==> config.mk <==
export PLATFORM = sky130hd
export DESIGN_NAME = sfc_cluster
export DESIGN_NICKNAME = d
export VERILOG_FILES = /design/src/rtl/sfc_pkg.sv /design/src/rtl/sfc_stage.sv /design/src/rtl/sfc_exit_fifo.sv /design/src/rtl/sfc_cluster.sv
export SDC_FILE = /design/constraint.sdc
export NUM_CORES = 1
export LEC_CHECK = 0
export CAP_MARGIN = 10
export CORE_ASPECT_RATIO = 0.8
export CORE_UTILIZATION = 25
export CTS_CLUSTER_SIZE = 10
export DETAILED_ROUTE_END_ITERATION = 10
export MAX_ROUTING_LAYER = met4
export PLACE_DENSITY = 0.5
export SLEW_MARGIN = 15
export SYNTH_ARGS = -nofsm -noshare
export SYNTH_HDL_FRONTEND = slang
export SYNTH_SLANG_ARGS = --single-unit
==> constraint.sdc <==
create_clock -name clk -period 7.15 [get_ports clk]
set_input_delay 1.7875 -clock clk [delete_from_list [all_inputs] [get_ports clk]]
set_output_delay 1.7875 -clock clk [all_outputs]
set_load 0.05 [all_outputs]
==> src/rtl/sfc_pkg.sv <==
package sfc_pkg;
  // Constant added by stage number idx (0-based).
  function automatic int unsigned stage_step(int unsigned idx);
    return idx + 1;
  endfunction

  // Sum of all stage constants for a given latency.
  function automatic int unsigned total_gain(int unsigned lat);
    return lat * (lat + 1) / 2;
  endfunction
endpackage

==> src/rtl/sfc_stage.sv <==
module sfc_stage #(
  parameter int WIDTH = 8,
  parameter int STEP  = 1
) (
  input  logic             clk,
  input  logic             rst_n,
  input  logic             in_vld,
  input  logic [WIDTH-1:0] in_dat,
  output logic             out_vld,
  output logic [WIDTH-1:0] out_dat
);
  // No enable: the stage always advances.
  always_ff @(posedge clk) begin
    if (!rst_n) out_vld <= 1'b0;
    else        out_vld <= in_vld;
    out_dat <= in_dat + WIDTH'(STEP);
  end
endmodule

==> src/rtl/sfc_exit_fifo.sv <==
module sfc_exit_fifo #(
  parameter int WIDTH        = 8,
  parameter int DEPTH        = 6,
  parameter bit FALL_THROUGH = 1'b0,
  localparam int AW = (DEPTH > 1) ? $clog2(DEPTH) : 1,
  localparam int CW = $clog2(DEPTH + 1)
) (
  input  logic             clk,
  input  logic             rst_n,
  input  logic             wr_vld,
  input  logic [WIDTH-1:0] wr_dat,
  output logic             rd_vld,
  output logic [WIDTH-1:0] rd_dat,
  input  logic             rd_rdy,
  output logic [CW-1:0]    occ
);
  logic [WIDTH-1:0] mem [DEPTH];
  logic [AW-1:0]    wp, rp;
  logic             empty, bypass, push, pop;

  assign empty = (occ == '0);

  generate
    if (FALL_THROUGH) begin : g_ft
      assign bypass = empty && wr_vld;
      assign rd_dat = empty ? wr_dat : mem[rp];
    end else begin : g_reg
      assign bypass = 1'b0;
      assign rd_dat = mem[rp];
    end
  endgenerate

  assign rd_vld = !empty || bypass;
  assign pop    = rd_rdy && !empty;
  assign push   = wr_vld && !(bypass && rd_rdy);

  function automatic logic [AW-1:0] wrap_inc(logic [AW-1:0] p);
    return (p == AW'(DEPTH - 1)) ? '0 : p + 1'b1;
  endfunction

  always_ff @(posedge clk) begin
    if (!rst_n) begin
      wp  <= '0;
      rp  <= '0;
      occ <= '0;
    end else begin
      if (push) wp <= wrap_inc(wp);
      if (pop)  rp <= wrap_inc(rp);
      occ <= occ + CW'(push) - CW'(pop);
    end
  end

  always_ff @(posedge clk) begin
    if (push) mem[wp] <= wr_dat;
  end
endmodule

==> src/rtl/sfc_cluster.sv <==
module sfc_cluster #(
  parameter int WIDTH        = 8,
  parameter int LATENCY      = 4,
  parameter int SLACK        = 2,
  parameter bit FALL_THROUGH = 1'b0
) (
  input  logic             clk,
  input  logic             rst_n,
  input  logic             in_valid,
  input  logic [WIDTH-1:0] in_data,
  output logic             in_ready,
  output logic             out_valid,
  output logic [WIDTH-1:0] out_data,
  input  logic             out_ready
);
  import sfc_pkg::*;

  localparam int DEPTH = LATENCY + SLACK;
  localparam int CW    = $clog2(DEPTH + 1);
  localparam int TW    = CW + 1;

  logic             vld [LATENCY+1];
  logic [WIDTH-1:0] dat [LATENCY+1];
  logic [CW-1:0]    fifo_occ;
  logic [TW-1:0]    inflight, total;

  assign vld[0] = in_valid && in_ready;
  assign dat[0] = in_data;

  generate
    for (genvar i = 0; i < LATENCY; i++) begin : g_stage
      sfc_stage #(.WIDTH(WIDTH), .STEP(int'(stage_step(i)))) u_stage (
        .clk(clk), .rst_n(rst_n),
        .in_vld(vld[i]), .in_dat(dat[i]),
        .out_vld(vld[i+1]), .out_dat(dat[i+1])
      );
    end
  endgenerate

  always_comb begin
    inflight = '0;
    for (int k = 1; k <= LATENCY; k++) inflight = inflight + TW'(vld[k]);
  end

  assign total    = TW'(fifo_occ) + inflight;
  assign in_ready = (total < TW'(DEPTH));

  sfc_exit_fifo #(.WIDTH(WIDTH), .DEPTH(DEPTH), .FALL_THROUGH(FALL_THROUGH)) u_fifo (
    .clk(clk), .rst_n(rst_n),
    .wr_vld(vld[LATENCY]), .wr_dat(dat[LATENCY]),
    .rd_vld(out_valid), .rd_dat(out_data), .rd_rdy(out_ready),
    .occ(fifo_occ)
  );
endmodule

==> results of run 1 <==
[sequential cells by signal, summed over array words and instances, names as in the netlist, named ones only]
name / cells
u_fifo.mem: 48
g_stage.u_stage.out_dat: 32
g_stage.u_stage.out_vld: 4
u_fifo.occ: 3
u_fifo.rp: 3
u_fifo.wp: 3
[layout make-up]
type	instances	area, um^2
clock inverter	7	123.9
sequential	96	2402
tap	180	225.2
multi-input combinational	123	1130
inverter	11	41.29
timing repair buffer	22	217.7
clock buffer	9	225.2
fill	1363	9423
[power groups by stage]
stage               Clock, mW  Sequential [mW]  Combinational [mW]
floorplan                   0            0.702               0.232
global placement            0            0.739               0.274
detailed placement          0            0.742               0.279
CTS                     0.567            0.730               0.280
global route            0.587            0.740               0.300
finish                  0.548            0.727               0.276
[synth_stat cells, drive strengths merged]
| cell | n | share of area (%) |
|---|---|---|
| buf | 3 | 0.97 |
| o21ai | 4 | 0.56 |
| inv | 11 | 1.1 |
| a21oi | 1 | 0.14 |
| a21o | 1 | 0.21 |
| nand2 | 6 | 0.63 |
| fa | 3 | 1.7 |
| a21boi | 1 | 0.21 |
| o2111ai | 1 | 0.24 |
| nor2 | 8 | 0.83 |
| nand3b | 1 | 0.21 |
| or3 | 1 | 0.17 |
| o31a | 1 | 0.24 |
| xnor2 | 16 | 3.9 |
| nand3 | 13 | 1.8 |
| xor2 | 8 | 1.9 |
| mux2 | 16 | 5.6 |
| nor3 | 2 | 0.28 |
| o21a | 2 | 0.42 |
| ha | 8 | 2.8 |
| nor3b | 2 | 0.42 |
| o311ai | 1 | 0.24 |
| nand4 | 1 | 0.17 |
| edfxtp | 48 | 40 |
| mux4 | 8 | 5.0 |
| nor2b | 1 | 0.17 |
| dfxtp | 48 | 27 |
| nand2b | 3 | 0.52 |
| and2 | 8 | 1.4 |
| a211oi | 1 | 0.21 |
| a221o | 1 | 0.28 |
| and3 | 4 | 0.69 |
| clkbuf | 2 | 0.24 |
[per-stage QoR]
step	cell area (um^2)	utilization, %	setup WS, ns
floorplan	3602	-	2.523
global placement	4016	29.13	2.309
detailed placement	4016	29.13	2.242
CTS	4365	31.66	1.872
global route	4365	31.66	1.740
finish	4365	31.66	1.892
[worst max path at each step]
stage	slack (ns)	cells past startpoint	end
2_1_floorplan	2.52	6	in_ready
3_3_place_gp	2.31	7	in_ready
3_5_place_dp	2.24	7	in_ready
4_1_cts	1.87	7	in_ready
5_1_grt	1.74	7	in_ready
6_report	1.89	7	in_ready
[kinds of logic (layout without fill, tap and decap cells)]
logic type	Yosys count	in the layout	share of synthesized area, %
flip-flops	96	96	66.69
AND/OR/NAND/NOR	50	50	7.294
XOR/XNOR	24	24	5.835
multiplexers	24	24	10.63
buffers and inverters	16	49	2.362
AO/OA/AOI/OAI	14	14	2.744
adder cells (fa/ha/maj)	11	11	4.446
[metal layers]
| metal | share of wire [%] | track usage (%) | vias up |
|---|---|---|---|
| met3 | 3.6 | 2.951 | 8 |
| li1 | - | - | 899 |
| met2 | 45 | 13.05 | 28 |
| met4 | 2.0 | 4.286 | 0 |
| met5 | 0 | - | - |
| met1 | 49 | 10.49 | 829 |
==> impl_metrics.json, run 1 <==
{
  "status": "finished clean",
  "drt_first_iter_violations": 127,
  "via_per_inst": 3.938,
  "worstHoldStart": "g_stage[2].u_stage.out_dat[0]$_DFF_P_",
  "worst_slew_pin_slew_ns": 0.9477,
  "syn_avg_cell_area_um2": 15.33,
  "leakagePower_nw": 1.566,
  "synthToLayoutAreaGrowth_pct": 21.19,
  "instances_no_fill": 448,
  "final.setup_skew_ns": 0.007413,
  "crit_arrival_ns": 3.47,
  "grt_pass1_wl_um": 9232,
  "path_cells": "fa_1, ha_1, a21o_1, fa_1, a221o_1, a21oi_1, clkdlybuf4s50_1",
  "ys_ff_latch": 96,
  "required_ns": 5.36,
  "cp_slowest_cell": "clkdlybuf4s50_1",
  "die_y_um": 109.4,
  "post-route-period-util_pct": 73.54,
  "cts_sinks": 96,
  "fin_nets": 286,
  "seqPwrFrac_pct": 46.9,
  "cts_tree": "built",
  "wl_um": 5515,
  "numPortBuffers": 21,
  "final_cell_mix": "dfxtp_1, edfxtp_1, clkdlybuf4s50_1",
  "crit_fanout": 5,
  "setup_viol": 0,
  "overflow": 0,
  "dp.cells": 432,
  "grt_pass1_vias": 1819,
  "crit_path_end_kind": "output pin",
  "clk_latency_ns": 0.34,
  "path_common_cell": "fa_1",
  "fin_crit_ns": 5.258,
  "swShare_pct": 26.87,
  "slew-limit-headroom_pct": 36.55,
  "via_count": 1764,
  "power.switching_mw": 0.4166,
  "coreArea_mm2": 0.01379,
  "cts_hold_buf": 0,
  "max_stage_delay_ns": 0.82,
  "num_io_pins": 22,
  "rsz0062_at_grt": "no",
  "netlist_instances": 235,
  "p_int_mw": 1.134,
  "r2r-start": "g_stage[3].u_stage.out_vld$_SDFF_PN0_",
  "hold_violations": 0,
  "grt_start_max_net_pins": 18,
  "hold_path.class": "reg -> reg",
  "ir_drop_uv": 129.4,
  "drive_above_1_share_pct": 14.93,
  "first_pass_iters": 4,
  "power_mw": 1.551,
  "worstSetupStartpoint": "g_stage[3].u_stage.out_vld$_SDFF_PN0_",
  "crit_type": "reg -> out",
  "combPwrFrac_pct": 17.8,
  "whs_ns": 0.3266,
  "syn-num-nets": 258,
  "syn_area_mm2": 0.003602,
  "power_density_mw_per_mm2": 355.2,
  "critPathBufInv": 1,
  "reg2reg_to": "g_stage[0].u_stage.out_vld$_SDFF_PN0_",
  "worstHoldPathCells": 0,
  "ctsLongestPathBuffers": 2,
  "die_area_mm2": 0.01490,
  "avgRoutedWirePerCell_um": 12.31,
  "setup_tns_ns": 0,
  "cts_buffers": 9,
  "hold_end": "g_stage[3].u_stage.out_dat[0]$_DFF_P_",
  "grt_use_total_pct": 8.711,
  "critPathLaunchType": "register",
  "antenna_found_initial": 0,
  "drc_errors": 0,
  "row_count": 38,
  "synth_cell_types": 38,
  "die_x_um": 136.2,
  "yosys_warnings": 0,
  "reg2regPathDepth": 6,
  "critPathTopFamily": "adder cells",
  "antennaDiodeCount": 0,
  "p_clk_share_pct": 35.3,
  "clock-root-buffer": "clkbuf_16",
  "ys_seq_area_share_pct": 66.69,
  "rrSetupSlack_ns": 4.68,
  "antenna_left": 0,
  "cts_max_level": 3,
  "gp_congestion": 0.7306,
  "fmax_mhz": 190.2,
  "report.final.slew_viol_count": 0,
  "dpl.hpwl_um": 3717,
  "clkTransAtPathRegs_ns": 0.06,
  "cap_viol_max_count": 0,
  "cts_setup_buffers": 0,
  "initial_core_util_pct": 26.13,
  "cts_resized": 0
}
Note: power is estimated with default switching activity, not from simulation.
==> inputs of run 2 (changes only) <==
PLACE_DENSITY = 0.52   (was 0.5)
clock period = 4.5 ns   (was 7.15 ns; I/O delays follow)
==> impl_metrics.json, run 2 (same netlist as run 1, synthesis figures left out) <==
{
  "final.setup_skew_ns": 0.004891,
  "path_cells": "fa_1, ha_1, a21o_1, fa_1, a221o_1, a21oi_1, buf_4",
  "drive_above_1_share_pct": 15.30,
  "cts_sinks": 96,
  "first_pass_iters": 4,
  "ir_drop_uv": 195.2,
  "fmax_mhz": 246.1,
  "combPwrFrac_pct": 19.6,
  "power.switching_mw": 0.6713,
  "postLayoutCellArea_mm2": 0.004302,
  "cts_buffers": 9,
  "multi_input_area_mm2": 0.001135,
  "swShare_pct": 29.15,
  "via_count": 1808,
  "ctsLongestPathBuffers": 2,
  "setup_viol": 0,
  "grt_pass1_wl_um": 8976,
  "final_cell_mix": "dfxtp_1, edfxtp_1, clkdlybuf4s50_1",
  "avgRoutedWirePerCell_um": 12.54,
  "cts_tree": "built",
  "status": "finished clean",
  "fin_crit_ns": 4.063,
  "top_regs": "u_fifo.mem x48, g_stage.u_stage.out_dat x32, g_stage.u_stage.out_vld x4",
  "die_area_mm2": 0.01490,
  "rsz0062_at_grt": "no",
  "hold_path.class": "reg -> reg",
  "dpl-instance-area_mm2": 0.004019,
  "ff_latch_area_mm2": 0.002402,
  "antenna_left": 0,
  "die_x_um": 136.2,
  "drt_first_iter_violations": 63,
  "worst_slew_pin_slew_ns": 0.9342,
  "seqPwrFrac_pct": 49.8,
  "max_stage_delay_ns": 0.45,
  "wl_um": 5619,
  "setup_tns_ns": 0,
  "power_mw": 2.303,
  "crit_type": "reg -> out",
  "grt_pass1_vias": 1717,
  "coreArea_mm2": 0.01379,
  "hold_violations": 0,
  "dp_slack_ns": 0.8116,
  "final.setup.worst_slack_ns": 0.4369,
  "initial_core_util_pct": 26.13,
  "numPortBuffers": 21,
  "gp_congestion": 0.7281,
  "clk_latency_ns": 0.34,
  "dpl.hpwl_um": 3750,
  "row_count": 38,
  "leakagePower_nw": 1.533,
  "cts_setup_buffers": 0,
  "crit_path_end_kind": "output pin",
  "post-route-period-util_pct": 90.29,
  "antennaDiodeCount": 0,
  "antenna_found_initial": 0,
  "drc_errors": 0,
  "largest_reg_flops": 48,
  "report.final.slew_viol_count": 0,
  "top_register": "u_fifo.mem",
  "cts_hold_buf": 0,
  "cts_resized": 0,
  "clock-root-buffer": "clkbuf_16",
  "via_per_inst": 4.036,
  "clkTransAtPathRegs_ns": 0.06,
  "power_density_mw_per_mm2": 535.4,
  "fin_nets": 286,
  "overflow": 0,
  "nFillCells": 1365,
  "grt_start_max_net_pins": 18,
  "num_io_pins": 22,
  "cap_viol_max_count": 0,
  "cts_max_level": 3,
  "grt_use_total_pct": 8.665,
  "cp_slowest_cell": "fa_1",
  "required_ns": 3.38,
  "critPathTopFamily": "adder cells",
  "critPathBufInv": 1,
  "p_clk_share_pct": 30.6,
  "p_int_mw": 1.632,
  "crit_fanout": 5,
  "crit_arrival_ns": 2.94,
  "die_y_um": 109.4,
  "slew-limit-headroom_pct": 37.38,
  "whs_ns": 0.3283,
  "critPathLaunchType": "register",
  "synthToLayoutAreaGrowth_pct": 19.42,
  "path_common_cell": "fa_1"
}
-- run 2: path summary, 6_finish.rpt --
kind                                                            start                               endpoint  slack (ns)  cells after the start
worst max-delay path            g_stage[3].u_stage.out_vld$_SDFF_PN0_                               in_ready        0.44                      7
worst min-delay path            g_stage[2].u_stage.out_dat[0]$_DFF_P_  g_stage[3].u_stage.out_dat[0]$_DFF_P_        0.33                      0
worst max register to register  g_stage[3].u_stage.out_vld$_SDFF_PN0_  g_stage[0].u_stage.out_vld$_SDFF_PN0_        2.01                      6
worst min register to register  g_stage[2].u_stage.out_dat[0]$_DFF_P_  g_stage[3].u_stage.out_dat[0]$_DFF_P_        0.33                      0
-- run 2: layer usage --
layer | up-vias | track usage, % | share of wire (%)
met3 | 5 | 3.458 | 6.1
met1 | 862 | 10.65 | 48
met4 | 0 | 3.810 | 0.66
met5 | - | - | 0
met2 | 44 | 12.51 | 45
li1 | 897 | - | -
-- run 2: worst register-to-register path: cells and delay by family (launching register included) --
family,cells,cell delay (ns)
flops,1,0.42
fa+ha+maj,3,1.18
compound gates,3,0.81
-- run 2: final cells by class --
cell class / instances / area share (%)
Clock buffer: 9 / 5.236
Sequential cell: 96 / 55.85
Inverter: 11 / 0.9599
Tap cell: 180 / 5.236
Timing Repair Buffer: 22 / 5.003
Clock inverter: 7 / 1.338
Multi-Input combinational cell: 123 / 26.38
-- run 2: power by group through the flow --
stage,clock network [mW],registers (mW),logic [mW]
after floorplan,0,1.12,0.369
after global placement,0,1.16,0.450
after detailed placement,0,1.17,0.455
after CTS,0.728,1.15,0.457
after global routing,0.752,1.17,0.496
final,0.704,1.15,0.451
-- run 2: through the flow --
| stage | std cells | util [%] |
|---|---|---|
| after floorplan | 235 | - |
| after global placement | 432 | 29.15 |
| after detailed placement | 432 | 29.15 |
| after CTS | 448 | 31.20 |
| after global routing | 448 | 31.20 |
| final | 448 | 31.20 |
==> inputs of run 3 (changes only) <==
--- a/config.mk
+++ b/config.mk
@@ -7,3 +7,3 @@
 export LEC_CHECK = 0
-export CAP_MARGIN = 10
+export CAP_MARGIN = 20
 export CORE_ASPECT_RATIO = 0.8
==> constraint.sdc (replaced) <==
create_clock -name clk -period 4.5 [get_ports clk]
set_input_delay 0.675 -clock clk [delete_from_list [all_inputs] [get_ports clk]]
set_output_delay 0.675 -clock clk [all_outputs]
set_load 0.05 [all_outputs]
==> impl_metrics.json, run 3 (same netlist as run 1, synthesis figures left out) <==
{
  "hold_violations": 0,
  "largest_reg_flops": 48,
  "cts_tree": "built",
  "first_pass_iters": 4,
  "drive_above_1_share_pct": 14.18,
  "antennaDiodeCount": 0,
  "cp_slowest_cell": "clkdlybuf4s50_1",
  "cts_hold_buf": 0,
  "synthToLayoutAreaGrowth_pct": 20.18,
  "coreArea_mm2": 0.01379,
  "top_register": "u_fifo.mem",
  "rsz0062_at_grt": "no",
  "antenna_left": 0,
  "power_density_mw_per_mm2": 551.0,
  "worst_slew_pin_slew_ns": 0.9942,
  "grt_use_met3_pct": 3.596,
  "cts_buffers": 9,
  "cts_resized": 0,
  "met2_usage_pct": 12.40,
  "top_regs": "u_fifo.mem x48, g_stage.u_stage.out_dat x32, g_stage.u_stage.out_vld x4",
  "ir_drop_uv": 230.6,
  "grt_use_total_pct": 8.521,
  "crit_type": "reg -> out",
  "initial_core_util_pct": 26.13,
  "gr-usage-met1_pct": 10.51,
  "path_common_cell": "fa_1",
  "fmax_mhz": 239.2,
  "fin_crit_ns": 4.180,
  "drt_first_iter_violations": 88,
  "gp_congestion": 0.7168,
  "die_x_um": 136.2,
  "setup_tns_ns": 0,
  "cap_viol_max_count": 0,
  "required_ns": 3.83,
  "crit_fanout": 5,
  "power_mw": 2.385,
  "critPathLaunchType": "register",
  "die_area_mm2": 0.01490,
  "slew-limit-headroom_pct": 33.43,
  "drc_errors": 0,
  "grt_start_max_net_pins": 17,
  "via_count": 1806,
  "final_cell_mix": "dfxtp_1, edfxtp_1, clkdlybuf4s50_1",
  "crit_path_end_kind": "output pin",
  "status": "finished clean",
  "clock-root-buffer": "clkbuf_16",
  "antenna_found_initial": 0,
  "cts_max_level": 3,
  "leakagePower_nw": 1.548,
  "via_per_inst": 4.031,
  "final.setup_skew_ns": 0.006258,
  "avgRoutedWirePerCell_um": 12.52,
  "grt-busiest-layer": "met2",
  "ctsLongestPathBuffers": 2,
  "crit_arrival_ns": 3.51,
  "overflow": 0,
  "setup_viol": 0,
  "hold_path.class": "reg -> reg",
  "numPortBuffers": 21,
  "cts_sinks": 96,
  "die_y_um": 109.4,
  "num_io_pins": 22,
  "post-route-period-util_pct": 92.90,
  "cts_setup_buffers": 0,
  "grt_pass1_vias": 1702,
  "path_cells": "fa_1, ha_1, a21o_1, fa_1, a221o_1, a21oi_1, clkdlybuf4s50_1",
  "fin_nets": 286,
  "dpl.hpwl_um": 3791,
  "wl_um": 5611,
  "clkTransAtPathRegs_ns": 0.06,
  "report.final.slew_viol_count": 0,
  "row_count": 38,
  "clk_latency_ns": 0.34,
  "max_stage_delay_ns": 0.83,
  "grt_pass1_wl_um": 8845
}
[run 3: worst paths after layout]
path,startpoint,to,slack (ns),depth (start not counted)
setup / recovery,g_stage[3].u_stage.out_vld$_SDFF_PN0_,in_ready,0.32,7
hold / removal,g_stage[2].u_stage.out_dat[1]$_DFF_P_,g_stage[3].u_stage.out_dat[1]$_DFF_P_,0.33,0
setup reg to reg,g_stage[3].u_stage.out_vld$_SDFF_PN0_,g_stage[0].u_stage.out_vld$_SDFF_PN0_,2.00,6
hold reg to reg,g_stage[2].u_stage.out_dat[1]$_DFF_P_,g_stage[3].u_stage.out_dat[1]$_DFF_P_,0.33,0
[run 3: power breakdown]
group / total, mW / switching, mW / internal [mW]
Combinational: 0.440 / 0.224 / 0.216
Clock: 0.788 / 0.300 / 0.488
Sequential: 1.16 / 0.120 / 1.04
[run 3: final cells by class]
type | instances | area, um^2
timing repair buffer | 22 | 217.7
sequential | 96 | 2402
multi-input combinational | 123 | 1130
clock inverter | 5 | 80.08
clock buffer | 11 | 232.7
fill | 1376 | 9459
inverter | 11 | 41.29
tap | 180 | 225.2
[run 3: metal layers]
layer,part of all wire [%],up-vias
li1,-,901
met1,49,861
met5,0,-
met4,1.2,0
met3,4.6,8
met2,45,36
[run 3: per-stage QoR]
step                      hold WS, ns  setup slack (ns)  std cells  area, um^2  util (%)
after floorplan                0.3096            0.9858        235        3602         -
after global placement         0.3114            0.7156        432        4016     29.13
after detailed placement       0.3132            0.6650        432        4016     29.13
after CTS                      0.3287            0.2725        448        4329     31.40
after global routing           0.3365            0.1864        448        4329     31.40
final                          0.3257            0.3196        448        4329     31.40
[run 3: critical path, delay by kind of cell, from the launching register on]
| kind | cells | cell delay, ns |
|---|---|---|
| buffers and inverters | 1 | 0.83 |
| adders and majority gates | 3 | 1.18 |
| AOI/OAI and AO/OA | 3 | 0.75 |
| DFF | 1 | 0.41 |
